**src/rtl/tag_guard_pkg.sv**
```systemverilog
package tag_guard_pkg;

    typedef enum logic [2:0] {
        TG_EMPTY = 3'd0,
        TG_CODE  = 3'd1,
        TG_PTR   = 3'd2,
        TG_NUM   = 3'd3,
        TG_PAIR  = 3'd4
    } tag_e;

    typedef enum logic [1:0] {
        OP_ADD   = 2'd0,
        OP_SUB   = 2'd1,
        OP_LOGIC = 2'd2,
        OP_MOVE  = 2'd3
    } alu_kind_e;

    function automatic logic [2:0] clean_tag(input logic [2:0] t);
        return (t > 3'd4) ? 3'd0 : t;
    endfunction

endpackage

```
**src/rtl/tag_alu_rules.sv**
```systemverilog
module tag_alu_rules
    import tag_guard_pkg::*;
(
    input  logic       clk,
    input  logic       rst_n,
    input  logic       alu_en,
    input  logic [1:0] alu_op,
    input  logic [2:0] a_tag,
    input  logic [2:0] b_tag,
    output logic       res_valid,
    output logic [2:0] res_tag
);

    typedef struct packed {
        logic       valid;
        logic [2:0] tag;
    } res_st_t;

    res_st_t st_d, st_q;
    logic [2:0] derived;
    logic       a_ptr, a_num, b_ptr, b_num;

    always_comb begin
        a_ptr = (a_tag == TG_PTR);
        a_num = (a_tag == TG_NUM);
        b_ptr = (b_tag == TG_PTR);
        b_num = (b_tag == TG_NUM);
        derived = TG_EMPTY;
        unique case (alu_op)
            OP_ADD: begin
                if ((a_ptr && b_num) || (a_num && b_ptr)) derived = TG_PTR;
                else if (a_num && b_num)                 derived = TG_NUM;
            end
            OP_SUB: begin
                if (a_ptr && b_ptr)      derived = TG_NUM;
                else if (a_ptr && b_num) derived = TG_PTR;
                else if (a_num && b_num) derived = TG_NUM;
            end
            OP_LOGIC: begin
                if (a_num && b_num) derived = TG_NUM;
            end
            default: begin
                if (a_ptr || a_num || (a_tag == TG_PAIR)) derived = a_tag;
            end
        endcase
        st_d.valid = alu_en;
        st_d.tag   = alu_en ? derived : st_q.tag;
    end

    always_ff @(posedge clk) begin
        if (!rst_n) st_q <= '0;
        else        st_q <= st_d;
    end

    assign res_valid = st_q.valid;
    assign res_tag   = st_q.tag;

    AST_POISON_EMPTY: assert property (@(posedge clk) disable iff (!rst_n)
        (alu_en && alu_op != OP_MOVE && (a_tag == TG_EMPTY || a_tag == TG_CODE || b_tag == TG_EMPTY || b_tag == TG_CODE))
        |=> (res_valid && res_tag == TG_EMPTY));
    AST_RES_TIMING: assert property (@(posedge clk) disable iff (!rst_n)
        res_valid |-> $past(alu_en));

endmodule

```
**src/rtl/tag_store.sv**
```systemverilog
module tag_store
    import tag_guard_pkg::*;
#(
    parameter int DEPTH = 256,
    localparam int AW = $clog2(DEPTH)
) (
    input  logic          clk,
    input  logic          rst_n,
    input  logic          wr_en,
    input  logic [AW-1:0] wr_addr,
    input  logic [2:0]    wr_tag,
    input  logic          rd_en,
    input  logic [AW-1:0] rd_addr,
    output logic          rd_valid,
    output logic [2:0]    rd_tag,
    output logic [2:0]    old_tag
);

    typedef struct packed {
        logic       valid;
        logic [2:0] tag;
    } rd_st_t;

    logic [2:0] mem_d [DEPTH];
    logic [2:0] mem_q [DEPTH];
    rd_st_t     rd_d, rd_q;

    always_comb begin
        for (int i = 0; i < DEPTH; i++) mem_d[i] = mem_q[i];
        if (wr_en) mem_d[wr_addr] = clean_tag(wr_tag);
        rd_d.valid = rd_en;
        rd_d.tag   = rd_en ? mem_q[rd_addr] : rd_q.tag;
        old_tag    = mem_q[wr_addr];
    end

    always_ff @(posedge clk) begin
        if (!rst_n) begin
            for (int i = 0; i < DEPTH; i++) mem_q[i] <= TG_EMPTY;
            rd_q <= '0;
        end else begin
            for (int i = 0; i < DEPTH; i++) mem_q[i] <= mem_d[i];
            rd_q <= rd_d;
        end
    end

    assign rd_valid = rd_q.valid;
    assign rd_tag   = rd_q.tag;

    AST_READ_TIMING: assert property (@(posedge clk) disable iff (!rst_n)
        rd_valid |-> $past(rd_en));
    AST_CLEAN_STORE: assert property (@(posedge clk) disable iff (!rst_n)
        rd_valid |-> (rd_tag <= 3'd4));

endmodule

```
**src/rtl/code_guard.sv**
```systemverilog
module code_guard
    import tag_guard_pkg::*;
#(
    parameter int AW = 8
) (
    input  logic          clk,
    input  logic          rst_n,
    input  logic          wr_en,
    input  logic [AW-1:0] wr_addr,
    input  logic [2:0]    wr_tag,
    input  logic [2:0]    old_tag,
    input  logic          rd_valid,
    input  logic [2:0]    rd_tag,
    output logic          halt,
    output logic          inv_req,
    output logic [AW-1:0] inv_addr
);

    typedef struct packed {
        logic          stop;
        logic          inv;
        logic [AW-1:0] addr;
    } guard_st_t;

    guard_st_t st_d, st_q;
    logic      fault;

    always_comb begin
        fault     = rd_valid && (rd_tag != TG_CODE);
        st_d      = st_q;
        st_d.stop = st_q.stop | fault;
        st_d.inv  = wr_en && (wr_tag == TG_CODE) && (old_tag != TG_CODE);
        if (st_d.inv) st_d.addr = wr_addr;
    end

    always_ff @(posedge clk) begin
        if (!rst_n) st_q <= '0;
        else        st_q <= st_d;
    end

    assign halt     = st_q.stop | fault;
    assign inv_req  = st_q.inv;
    assign inv_addr = st_q.addr;

    AST_HALT_STICKY: assert property (@(posedge clk) disable iff (!rst_n)
        halt |=> halt);
    AST_INV_CAUSE: assert property (@(posedge clk) disable iff (!rst_n)
        inv_req |-> $past(wr_en && wr_tag == TG_CODE));
    AST_INV_ADDR: assert property (@(posedge clk) disable iff (!rst_n)
        inv_req |-> (inv_addr == $past(wr_addr)));

endmodule

```
**src/rtl/tag_guard.sv**
```systemverilog
module tag_guard
    import tag_guard_pkg::*;
#(
    parameter int DEPTH = 256,
    localparam int AW = $clog2(DEPTH)
) (
    input  logic          clk,
    input  logic          rst_n,
    input  logic          alu_en,
    input  logic [1:0]    alu_op,
    input  logic [2:0]    op_a_tag,
    input  logic [2:0]    op_b_tag,
    output logic          res_valid,
    output logic [2:0]    res_tag,
    input  logic          tw_en,
    input  logic [AW-1:0] tw_addr,
    input  logic [2:0]    tw_tag,
    input  logic          fx_en,
    input  logic [AW-1:0] fx_addr,
    output logic          fx_valid,
    output logic [2:0]    fx_tag,
    output logic          halt,
    output logic          inv_req,
    output logic [AW-1:0] inv_addr
);

    logic [2:0] old_tag;

    tag_alu_rules u_alu (
        .clk(clk), .rst_n(rst_n), .alu_en(alu_en), .alu_op(alu_op),
        .a_tag(op_a_tag), .b_tag(op_b_tag),
        .res_valid(res_valid), .res_tag(res_tag)
    );

    tag_store #(.DEPTH(DEPTH)) u_store (
        .clk(clk), .rst_n(rst_n),
        .wr_en(tw_en), .wr_addr(tw_addr), .wr_tag(tw_tag),
        .rd_en(fx_en), .rd_addr(fx_addr),
        .rd_valid(fx_valid), .rd_tag(fx_tag), .old_tag(old_tag)
    );

    code_guard #(.AW(AW)) u_guard (
        .clk(clk), .rst_n(rst_n),
        .wr_en(tw_en), .wr_addr(tw_addr), .wr_tag(tw_tag), .old_tag(old_tag),
        .rd_valid(fx_valid), .rd_tag(fx_tag),
        .halt(halt), .inv_req(inv_req), .inv_addr(inv_addr)
    );

    AST_FETCH_HALT: assert property (@(posedge clk) disable iff (!rst_n)
        (fx_valid && fx_tag != TG_CODE) |-> halt);

endmodule

```
**config.mk**
```make
export PLATFORM = sky130hd
export DESIGN_NAME = tag_guard
export DESIGN_NICKNAME = d
export VERILOG_FILES = /design/src/rtl/tag_guard_pkg.sv /design/src/rtl/tag_alu_rules.sv /design/src/rtl/tag_store.sv /design/src/rtl/code_guard.sv /design/src/rtl/tag_guard.sv
export SDC_FILE = /design/constraint.sdc
export NUM_CORES = 2
export LEC_CHECK = 0
export CAP_MARGIN = 20
export CORE_MARGIN = 10
export CORE_UTILIZATION = 40
export DETAILED_ROUTE_END_ITERATION = 10
export PLACE_DENSITY_LB_ADDON = 0.25
export SLEW_MARGIN = 30
export SYNTH_ARGS = -nofsm -noshare
export SYNTH_HDL_FRONTEND = slang
export SYNTH_SLANG_ARGS = --single-unit
```
**constraint.sdc**
```tcl
create_clock -name clk -period 4.1 [get_ports clk]
set_input_delay 0.82 -clock clk [delete_from_list [all_inputs] [get_ports clk]]
set_output_delay 0.82 -clock clk [all_outputs]
set_load 0.02 [all_outputs]
```
# After elaboration in Yosys (flattened, before gate mapping)
# Memories as Yosys holds them, arrays and structs flattened. A register that Yosys moved wholly into a read port is not among the register bits.
# Cells that the tools add are included.
[word_totals]
regBits = 15
ram_bits = 768
inputBits = 32
out_inout_bits = 18
word_cells = 560
memories = 1
[op_classes]
n_lt_le_gt_ge = 3
n_eq_ne = 10
mux = 269
n_bitwise = 258
n_reduce_logical = 13
[memory_table]
columns = ["name", "depth", "word_bits", "rd", "rd_clocked_by_memory_dff", "wr", "line_no", "text"]
rows = [
  ["u_store.mem_q", 256, 3, 258, 1, 256, "tag_store.sv:25", "logic [2:0] mem_q [DEPTH];"],
]
[op_table]
columns = ["operator", "count"]
rows = [
  ["$mux W3", 262],
  ["$bwmux W768", 1],
  ["$mux W768", 1],
  ["$or A1 B1 Y1", 257],
  ["$demux W3 S8", 1],
  ["$eq A3 B2 Y1 const B", 4],
  ["$ge A9 B9 Y1 const B", 1],
  ["$lt A9 B1 Y1 const B", 1],
  ["$not A8 Y9", 1],
  ["$pmux W3 S3", 1],
  ["$logic_and A1 B1 Y1", 8],
  ["$ne A3 B1 Y1 const B", 2],
  ["$eq A3 B1 Y1 const B", 1],
  ["$eq A3 B3 Y1 const B", 1],
  ["$gt A3 B3 Y1 const B", 1],
  ["$logic_or A1 B1 Y1", 3],
  ["$eq A2 B1 Y1 const B", 1],
  ["$eq A2 B2 Y1 const B", 1],
  ["$logic_not A2 Y1", 1],
  ["$mux W1", 2],
  ["$mux W2", 1],
  ["$logic_not A1 Y1", 1],
]

# Longest topological paths before layout
[depth]
ltp_word = 8
ltp_mapped = 15
mapped_depth_nobuf = 9

# Modules after synthesis
# From an unflattened synthesis, not the netlist that was laid out.
[hier_totals]
hier_cells = 4843
hier_area_um2 = 43809.5
[by_module_without_submodules]
columns = ["mod", "n_inst", "cells_per_inst", "area_per_inst_um2"]
rows = [
  ["tag_store", 1, 4765, 43082.6],
  ["code_guard", 1, 51, 489.2],
  ["tag_alu_rules", 1, 27, 237.7],
]

# Worst setup path before layout
# OpenSTA, ideal clock, no wires.
[synth_timing]
path_type = "input -> register"
startpoint = "input fx_addr[0]"
endpoint = "register, netlist name u_store.rd_tag[0]"
setup_time_ns = 0.113
t_arrival_ns = 3.281
required_ns = 3.987
slack_ns = 0.706
path_stages = 9
n_path_buf = 2
path_cell_list = "clkbuf_1 -> buf_1 -> mux4_2 -> mux4_2 -> mux4_2 -> a22oi_1 -> nand3_1 -> nand2_1 -> nand2_1"
[synth_rtl]
columns = ["item", "line_no", "text"]
rows = [
  ["start, declared", "tag_guard.sv:19", "input logic [AW-1:0] fx_addr,"],
]

# Worst setup path in the final report
[layout_timing]
startpoint = "input tw_addr[1]"
endpoint = "register u_guard.st_q (netlist bit u_guard.inv_addr[4])"
[layout_between]
elab_chain_len = 3
[layout_rtl]
columns = ["item", "line_no", "text"]
rows = [
  ["start, declared", "tag_guard.sv:16", "input logic [AW-1:0] tw_addr,"],
  ["$mem_v2 Z256 W3", "--", ""],
  ["$ne A3 B1 Y1", "code_guard.sv:32", "st_d.inv = wr_en && (wr_tag == TG_CODE) && (old_tag != TG_CODE);"],
  ["$logic_and A1 B1 Y1", "code_guard.sv:32", ""],
  ["end signal, assigned", "code_guard.sv:38", "else st_q <= st_d;"],
  ["end, declared", "code_guard.sv:25", "guard_st_t st_d, st_q;"],
]
# No other way between the ends.
# A chain may end at the register's enable or synchronous reset.

==> impl_metrics.py <==
metrics = {
    "setup_path": {
        "slowest_stage": "o22ai_1",
        "reg2reg_to": "u_guard.inv_addr[4]$_SDFFE_PN0P_",
        "slowest_delay_ns": 0.50,
        "critPathMaxFanout": 32,
        "critical_path.cell_chain": "buf_8, buf_4, buf_4, a211oi_1, o21bai_1, nand4_1, or3_1, o22ai_1, o32ai_1, nor3_2, buf_12, mux2i_1",
        "worstPathRequired_ns": 4.70,
        "crit_top_cell": "buf_4",
        "path_depth": 12,
        "cp_top_family": "buffers and inverters",
        "reg2regPathDepth": 10,
        "worst-path-buf-inv": 4,
        "r2r_slack_ns": 0.86,
        "critPathArrivalTime_ns": 4.12,
        "crit_path_end_kind": "flop",
        "reg2reg_from": "u_store.mem_q[118][2]$_SDFFE_PN0P_",
        "path_class": "primary input to flop",
        "cp-start-kind": "primary input",
    },
    "timing": {
        "min_period_over_period_pct": 85.8,
        "worst_pin_slew_ns": 1.21,
        "report.final.slew_viol_count": 0,
        "tns_ns": 0,
        "max_slew_margin_pct": 19.5,
        "fmax_mhz": 284,
        "rsz0062_at_grt": "false",
        "finalHoldViolations": 0,
        "holdWs_ns": 0.466,
        "setup_viol": 0,
        "period_needed_ns": 3.52,
        "fin_skew_ns": 0.0254,
        "finalWorstSetupSlack_ns": 0.583,
    },
    "route": {
        "drt_iter0_drc": 4323,
        "vias_per_cell": 6.24,
        "post_drt_wl_per_cell_um": 25.3,
        "wl_um": 153000,
        "ant_nets": 0,
        "drt_first_pass_iters": 5,
        "drc_errors": 0,
        "num_vias": 37832,
    },
    "finish": {
        "fin_area_mm2": 0.0490,
        "fillers": 10418,
        "layout_common_cells": "nand2_1 (909), dfxtp_1 (786), a21boi_0 (763)",
        "final_nets": 4607,
        "layout_commonest_cell": "nand2_1",
        "post-route-util_pct": 45.0,
        "final_cells": 6058,
        "synthToLayoutAreaGrowth_pct": 12.0,
        "drive_gt1_share_pct": 17.2,
    },
    "synthesis": {
        "synth_cell_type_count": 56,
        "synth_warnings": 0,
        "async_flop_share_pct": 0,
        "synth-edff-count": 0,
        "netlist_instances": 4755,
        "syn-cell-area_mm2": 0.0437,
        "syn_area_per_cell_um2": 9.20,
        "synth_fp_nets": 4787,
        "ys_ff_latch": 786,
        "ys.flop_type": "dfxtp_1",
        "ys_seq_area_share_pct": 36.0,
    },
    "pwr": {
        "p_leak_nw": 15.1,
        "total_power_mw": 17.2,
        "power_density_mw_per_mm2": 352,
        "ir_drop_v": 0.000260,
    },
    "grt": {
        "grt_pass1_vias": 35634,
        "grt_pass1_wl_um": 232000,
        "grt_max_degree": 153,
        "grt-ovfl-total": 0,
        "grt_antenna_before_repair": 5,
        "grt.total_usage_pct": 24.3,
    },
    "clock_network": {
        "insertion_delay_ns": 0.67,
        "clk_pin_slew_ns": 0.07,
        "cts_max_level": 3,
        "cts_hold_buf": 0,
        "post_cts_buffers": 0,
        "cts_sinks": 786,
        "numCtsBuffers": 88,
        "ctsResizeCount": 0,
        "cts_tree": "yes",
        "cts_buffer_depth": 3,
        "root_buffer": "clkbuf_16",
    },
    "flow_run": {
        "drv_cap": 0,
    },
    "placed_design": {
        "dp.cells": 5899,
        "pre_cts_slack_ns": 0.0526,
        "io_buffers": 49,
        "placed_area_mm2": 0.0460,
        "dpl.hpwl_um": 99000,
        "gp_congestion": 0.930,
    },
    "run_status": {
        "status": "finished clean",
    },
    "floorplanning": {
        "start_util_pct": 40.2,
        "coreArea_mm2": 0.109,
        "die_area_mm2": 0.123,
        "die_y_um": 351,
        "die_w_um": 351,
        "rows": 121,
        "pin_count": 50,
    },
    "min_path": {
        "worstHoldEndpoint": "u_guard.inv_addr[6]$_SDFFE_PN0P_",
        "hold_start": "u_guard.inv_addr[6]$_SDFFE_PN0P_",
        "hold_path.class": "flop to flop",
        "whs_path_depth": 2,
    },
}
==> synthesized netlist by cell type (8+ instances only) <==
| library cell | number | area share (%) |
|---|---|---|
| nor3_1 | 25 | 0.29 |
| buf_2 | 44 | 0.50 |
| nor2b_1 | 23 | 0.33 |
| and2_1 | 9 | 0.13 |
| a22oi_1 | 43 | 0.74 |
| a221oi_1 | 21 | 0.42 |
| mux2i_1 | 85 | 1.9 |
| o21ai_0 | 555 | 6.4 |
| buf_6 | 10 | 0.26 |
| nand2_1 | 909 | 7.8 |
| buf_4 | 32 | 0.55 |
| nor2_1 | 215 | 1.8 |
| buf_1 | 35 | 0.30 |
| o22ai_1 | 8 | 0.11 |
| nand2b_1 | 9 | 0.13 |
| mux4_2 | 408 | 21 |
| a21boi_0 | 763 | 13 |
| dfxtp_1 | 786 | 36 |
| nand3_1 | 265 | 3.0 |
| clkbuf_1 | 406 | 3.5 |
| a21oi_1 | 19 | 0.22 |
| a22o_1 | 13 | 0.26 |
==> power breakdown <==
group          leakage (nW)  switching [mW]  internal [mW]
registers              6.33         0.00578           7.65
logic                  7.31           0.909          0.498
clock network          1.44            3.37           4.80
==> kinds of logic (layout without fill, tap and decap cells) <==
logic type             count (synthesis)  count (layout)  synth area share (%)
flip-flops                           786             786                  36.0
multiplexers                         493             493                  23.0
other                                  0               2                     0
AO/OA/AOI/OAI                       1455            1455                  21.8
AND/OR/NAND/NOR                     1488            1488                  14.1
buffers and inverters                533             420                  5.15
==> registers in the layout, summed over array words and instances (netlist names) <==
signal,cells
u_store.rd_tag,3
u_guard.inv_addr,8
u_alu.res_tag,3
u_store.rd_valid,1
u_guard.st_q,1
u_alu.res_valid,1
u_store.mem_q,768
u_guard.inv_req,1
==> area by class of cell <==
cell class                 instances  area, um^2  area share (%)
inverter                           6        22.5          0.0460
timing repair buffer             257        2620            5.34
clock buffer                     129        2590            5.29
multi-input combinational       3436       25900            52.9
clock inverter                    28         334           0.682
antenna                            2        5.00          0.0102
sequential                       786       15700            32.1
tap                             1414        1770            3.61
==> worst min-delay path: stages, from the launching register on <==
cell,delay (ns)
dfxtp_1,0.31
nand2_1,0.06
mux2i_1,0.06
==> routing by layer <==
| metal | vias up | routed length (um) | GRT usage, % |
|---|---|---|---|
| met5 | - | 52 | 0 |
| li1 | 16875 | - | - |
| met1 | 18971 | 66000 | 34.2 |
| met2 | 1690 | 68100 | 37.0 |
| met3 | 288 | 13700 | 4.59 |
| met4 | 8 | 5250 | 8.76 |
==> worst max path at each step <==
stage	startpoint	slack, ns	to
floorplan	fx_addr[0]	0.71	u_store.rd_tag[0]$_SDFFE_PN0P_
global placement	tw_addr[0]	0.04	u_guard.inv_addr[0]$_SDFFE_PN0P_
detailed placement	tw_addr[0]	0.05	u_guard.inv_addr[4]$_SDFFE_PN0P_
CTS	tw_addr[0]	0.75	u_guard.inv_addr[4]$_SDFFE_PN0P_
global route	tw_addr[1]	0.52	u_guard.inv_addr[7]$_SDFFE_PN0P_
finish	tw_addr[1]	0.58	u_guard.inv_addr[4]$_SDFFE_PN0P_
Note: power is estimated with default switching activity, not from simulation.
